`src/rtl/irq_preempt_pkg.sv`:
```
package irq_preempt_pkg;
  localparam int PRIO_W = 3;
  localparam int GRP_SEL_W = 3;

  typedef struct packed {
    logic candPresent;
    logic candAllowed;
    logic grpLower;
  } dpFlags_t;

  typedef struct packed {
    logic entry;
    logic preempt;
    logic tail;
    logic held;
    logic nmiSel;
  } decision_t;
endpackage

```
`src/rtl/irq_preempt_dp.sv`:
```
module irq_preempt_dp
  import irq_preempt_pkg::*;
#(
  parameter int PW = PRIO_W,
  parameter int SW = GRP_SEL_W
) (
  input  logic [SW-1:0] cfgGroupBits,
  input  logic [PW-1:0] cfgMaskLevel,
  input  logic          globalDisable,
  input  logic          candValid,
  input  logic [PW-1:0] candPrio,
  input  logic [PW-1:0] activePrio,
  output dpFlags_t      flags
);
  localparam logic [SW-1:0] MaxBits = SW'(PW);

  logic [SW-1:0] effBits;
  logic [PW-1:0] grpMask;
  logic [PW-1:0] candGrp;
  logic [PW-1:0] actGrp;
  logic          maskPass;

  assign effBits = (cfgGroupBits > MaxBits) ? MaxBits : cfgGroupBits;

  // bit gi is a group bit when it lies within the top effBits positions
  for (genvar gi = 0; gi < PW; gi++) begin : g_grpMask
    assign grpMask[gi] = (int'(effBits) >= (PW - gi));
  end

  assign candGrp  = candPrio & grpMask;
  assign actGrp   = activePrio & grpMask;
  assign maskPass = (cfgMaskLevel == '0) || (candPrio < cfgMaskLevel);

  assign flags.candPresent = candValid;
  assign flags.candAllowed = candValid && !globalDisable && maskPass;
  assign flags.grpLower    = candGrp < actGrp;
endmodule

```
`src/rtl/irq_preempt_ctrl.sv`:
```
module irq_preempt_ctrl
  import irq_preempt_pkg::*;
(
  input  logic      clk,
  input  logic      rstN,
  input  dpFlags_t  flags,
  input  logic      nmiReq,
  input  logic      activeValid,
  input  logic      handlerDone,
  output decision_t decQ
);
  decision_t decD;
  logic      candTaken;

  always_comb begin
    candTaken = flags.candAllowed && !nmiReq &&
                (!activeValid || handlerDone || flags.grpLower);
    decD.nmiSel  = nmiReq;
    decD.entry   = !activeValid && (nmiReq || flags.candAllowed);
    decD.preempt = activeValid &&
                   (nmiReq || (flags.candAllowed && !handlerDone && flags.grpLower));
    decD.tail    = activeValid && handlerDone && !nmiReq && flags.candAllowed;
    decD.held    = flags.candPresent && !candTaken;
  end

  always_ff @(posedge clk) begin
    if (!rstN) decQ <= '0;
    else       decQ <= decD;
  end
endmodule

```
`src/rtl/irq_preempt_arb.sv`:
```
module irq_preempt_arb
  import irq_preempt_pkg::*;
(
  input  logic                 clk,
  input  logic                 rstN,
  input  logic [GRP_SEL_W-1:0] cfgGroupBits,
  input  logic [PRIO_W-1:0]    cfgMaskLevel,
  input  logic                 globalDisable,
  input  logic                 candValid,
  input  logic [PRIO_W-1:0]    candPrio,
  input  logic                 nmiReq,
  input  logic                 activeValid,
  input  logic [PRIO_W-1:0]    activePrio,
  input  logic                 handlerDone,
  output logic                 entryReq,
  output logic                 preemptReq,
  output logic                 tailChain,
  output logic                 heldOut,
  output logic                 nmiSel
);
  dpFlags_t  flags;
  decision_t decQ;

  irq_preempt_dp #(.PW(PRIO_W), .SW(GRP_SEL_W)) u_dp (
    .cfgGroupBits (cfgGroupBits),
    .cfgMaskLevel (cfgMaskLevel),
    .globalDisable(globalDisable),
    .candValid    (candValid),
    .candPrio     (candPrio),
    .activePrio   (activePrio),
    .flags        (flags)
  );

  irq_preempt_ctrl u_ctrl (
    .clk        (clk),
    .rstN       (rstN),
    .flags      (flags),
    .nmiReq     (nmiReq),
    .activeValid(activeValid),
    .handlerDone(handlerDone),
    .decQ       (decQ)
  );

  assign entryReq   = decQ.entry;
  assign preemptReq = decQ.preempt;
  assign tailChain  = decQ.tail;
  assign heldOut    = decQ.held;
  assign nmiSel     = decQ.nmiSel;
endmodule

```
`config.mk`:
```
export PLATFORM = sky130hd
export DESIGN_NAME = irq_preempt_arb
export DESIGN_NICKNAME = d
export VERILOG_FILES = /design/src/rtl/irq_preempt_pkg.sv /design/src/rtl/irq_preempt_dp.sv /design/src/rtl/irq_preempt_ctrl.sv /design/src/rtl/irq_preempt_arb.sv
export SDC_FILE = /design/constraint.sdc
export NUM_CORES = 1
export LEC_CHECK = 0
export ABC_CLOCK_PERIOD_IN_PS = 2400
export BUFFER_PORTS_ARGS = -buffer_cell sky130_fd_sc_hd__buf_2
export CORE_AREA = 2 2 39 41
export CTS_BUF_LIST = sky130_fd_sc_hd__clkbuf_16
export DETAILED_ROUTE_END_ITERATION = 7
export DIE_AREA = 0 0 41 43
export MAX_ROUTING_LAYER = met4
export PLACE_DENSITY_LB_ADDON = 0.08
export SYNTH_ARGS = -nofsm -noshare
export SYNTH_HDL_FRONTEND = slang
export SYNTH_HIERARCHICAL = 1
export SYNTH_SLANG_ARGS = --single-unit
```
`constraint.sdc`:
```
create_clock -name clk -period 2.4 [get_ports clk]
set_clock_uncertainty 0.1 [all_clocks]
set_input_delay 0.36 -clock clk [delete_from_list [all_inputs] [get_ports clk]]
set_output_delay 0.36 -clock clk [all_outputs]
set_load 0.05 [all_outputs]
```
# Yosys cells after proc, flatten, opt, wreduce, memory -nomap -nowiden
# Cells that the tools add are included.
op_classes:
  n_lt_le_gt_ge: 6
  reduce_logical: 23
  n_mux: 1
  bitwise_logic: 2
op_table:
  columns: ["operator", "count"]
  rows:
  - ["1-bit logical AND", 12]
  - ["3-bit AND", 2]
  - ["3-bit by 2-bit >= comparator with 1-bit output, second input constant", 2]
  - ["3-bit less-than comparator", 2]
  - ["1-bit logical NOT", 5]
  - ["1-bit logical OR", 5]
  - ["3-bit by 1-bit >= comparator with 1-bit output, second input constant", 1]
  - ["3-bit by 2-bit greater-than comparator with 1-bit output, second input constant", 1]
  - ["3-bit logical NOT", 1]
  - ["3-bit two-way mux", 1]
totals:
  out_inout_bits: 5
  reg_bits: 5
  input_bits: 19
  wordCells: 37

# Logic depth before layout (Yosys ltp)
logic_depth:
  depth_word: 9
  depth_mapped: 7

# Hierarchy
# Netlist, hierarchy kept.
modules_own_cells:
  columns: ["module", "area_each_um2", "instances", "cells_each"]
  rows:
  - ["irq_preempt_ctrl", 173.9, 1, 15]
  - ["irq_preempt_dp", 163.9, 1, 22]

# Worst setup path after synthesis
# Ideal clock, no wire load.
synth_timing:
  path_type: "input to register"
  from: "input cfgGroupBits[2]"
  to: "register u_ctrl/decQ[1] (netlist name)"
  arrival_time_ns: 1.702
  stages: 6
  slack_ns: 0.532
  required_ns: 2.234
  path_cell_list: "o31a_2 ha_1 o311a_1 a211oi_2 or3b_1 a21oi_2"
synth_rtl:
  columns: ["element", "line", "source"]
  rows:
  - ["start: declaration", "irq_preempt_arb.sv:6", "input logic [GRP_SEL_W-1:0] cfgGroupBits,"]

==> impl_metrics.ini <==
[layout]
nets = 87
drive_gt1_share_pct = 47.6
final_common_cell = buf_2
largest_reg_flops = 5
final_cells = 79
largestRegisters = u_ctrl/decQ (5)
nFillCells = 150
top_register = u_ctrl/decQ
final_cell_mix = buf_2 (23), dfxtp_1 (5), ha_1 (4)
antenna_cells = 0
syn2layout_area_growth_pct = 61.1

[route]
num_vias = 350
wirelength_um = 755
first_pass_iters = 2
wl_met1_um = 321
drt_iter0_drc = 2
ant_nets = 0
routedWlPerCell_um = 9.56
highest_layer = met4
wl_met3_um = 54
drc = 0
vias_per_cell = 4.43
wl_met2_um = 359

[timing]
fin_crit_sh_pct = 76.1
tightest_slew_ns = 0.251
fmax_mhz = 548
slew_viol_final = 0
max-slew-margin-rel_pct = 83.4
finalSetupViolCount = 0
setup_tns_ns = 0
hold_ws_ns = 0.239
min_period_ns = 1.83
hold_viol = 0
rsz0062_at_grt = no

[global_routing]
grt_use_total_pct = 11.3
grt_max_degree = 6
grt_pass1_wl_um = 1210
antenna_found_initial = 0
grt_overflow = 0
grt_pass1_vias = 310

[logic_synthesis]
synth.ff_latch_count = 5
syn_nets = 60
avgSynthCellArea_um2 = 9.13
yosys_warnings = 6
netlist_area_um2 = 338
ys_async_sr_fraction_pct = 0
ys.flop_type = dfxtp_1
synth_edf_count = 0
yosysSeqAreaShare_pct = 29.6
synthesis.instances = 37
ys_types = 25

[clock_tree]
cts_root_buf = clkbuf_16
post_cts_buffers = 0
numCtsBuffers = 3
htreeDepth = 1
cts_tree = built
cts_hold_buffers = 0
post_cts_resized = 0
clock_path_buffers = 2
cts_sinks = 5
clkTransAtPathRegs_ns = 0.03

[critical_path]
cp_slowest_cell = or3b_1
worstPathMaxFanout = 5
crit_arrival_ns = 1.89
worst_setup_path_end_kind = flop
crit_buf_inv = 1
cp-start-kind = input pin
slowest_delay_ns = 0.38
cp_cell_sequence = buf_2 > o31a_2 > ha_1 > o311a_1 > a211oi_2 > or3b_1 > a21oi_2
path_class = in -> reg
worstPathRequired_ns = 2.46
crit_family = compound AO/OA/AOI/OAI gates

[power_and_ir_drop]
cellLeakagePower_nw = 0.289
power_density_nw_per_um2 = 777
irDropWorstVdd_mv = 0.509

[die]
dieWidth_um = 41
die_y_um = 43
initial_utilization_pct = 24.4
num_rows = 14
ios = 24
core_area_um2 = 1380
die_area_um2 = 1760

[placed_design]
io_buffers = 23
place_congestion = 0.618
dp_hpwl_um = 626
dp.cells = 75

[job]
drv_cap = 0

[run_status]
status = complete, no violations

[hold_path]
hold_class = in -> reg
==> synth_stat cells (2+ instances only) <==
master,n,share of area [%]
dfxtp_1,5,30
a21oi_1,3,4.4
inv_1,2,2.2
nand2_1,2,2.2
nor2b_1,2,3.7
ha_1,4,15
==> routing by layer <==
layer | vias up | track usage (%)
li1 | 187 | -
met1 | 148 | 11.9
met2 | 13 | 14.4
met3 | 2 | 7.85
met4 | 0 | 8.00
met5 | - | -
==> worst paths after layout <==
path	from	end	slack [ns]	cells after the start
hold / removal	activeValid	u_ctrl/decQ[4]$_SDFF_PN0_	0.24	2
setup / recovery	cfgGroupBits[2]	u_ctrl/decQ[1]$_SDFF_PN0_	0.57	7
==> kinds of logic after synthesis <==
family                   count (synthesis)  share of synthesized area (%)
AO/OA/AOI/OAI                           12                           27.0
adder cells (fa/ha/maj)                  4                           14.8
buffers and inverters                    4                           5.56
flip-flops                               5                           29.6
AND/OR/NAND/NOR                         12                           23.0
==> through the flow <==
stage	power, mW	utilization [%]	cell area (um2)	setup WS (ns)
3_5_place_dp	0.157	33.6	465	0.351
4_1_cts	0.431	39.3	544	0.573
3_3_place_gp	0.158	33.6	465	0.364
5_1_grt	0.446	39.3	544	0.502
2_1_floorplan	0.131	-	338	0.532
6_report	0.423	39.3	544	0.575
==> final cells by class <==
cell class,count,area (um2),area share (%)
Multi-Input combinational cell,28,219,40.2
Inverter,3,11.3,2.07
Clock buffer,3,75.1,13.8
Tap cell,16,20.0,3.68
Sequential cell,5,100,18.4
Timing Repair Buffer,23,115,21.1
Clock inverter,1,3.75,0.690
==> where the power goes <==
group	total (mW)	internal [mW]	switching, mW
registers	0.0879	0.0873	0.000632
logic	0.0673	0.0300	0.0372
clock network	0.268	0.216	0.0520
(Power assumes the default switching activity.)
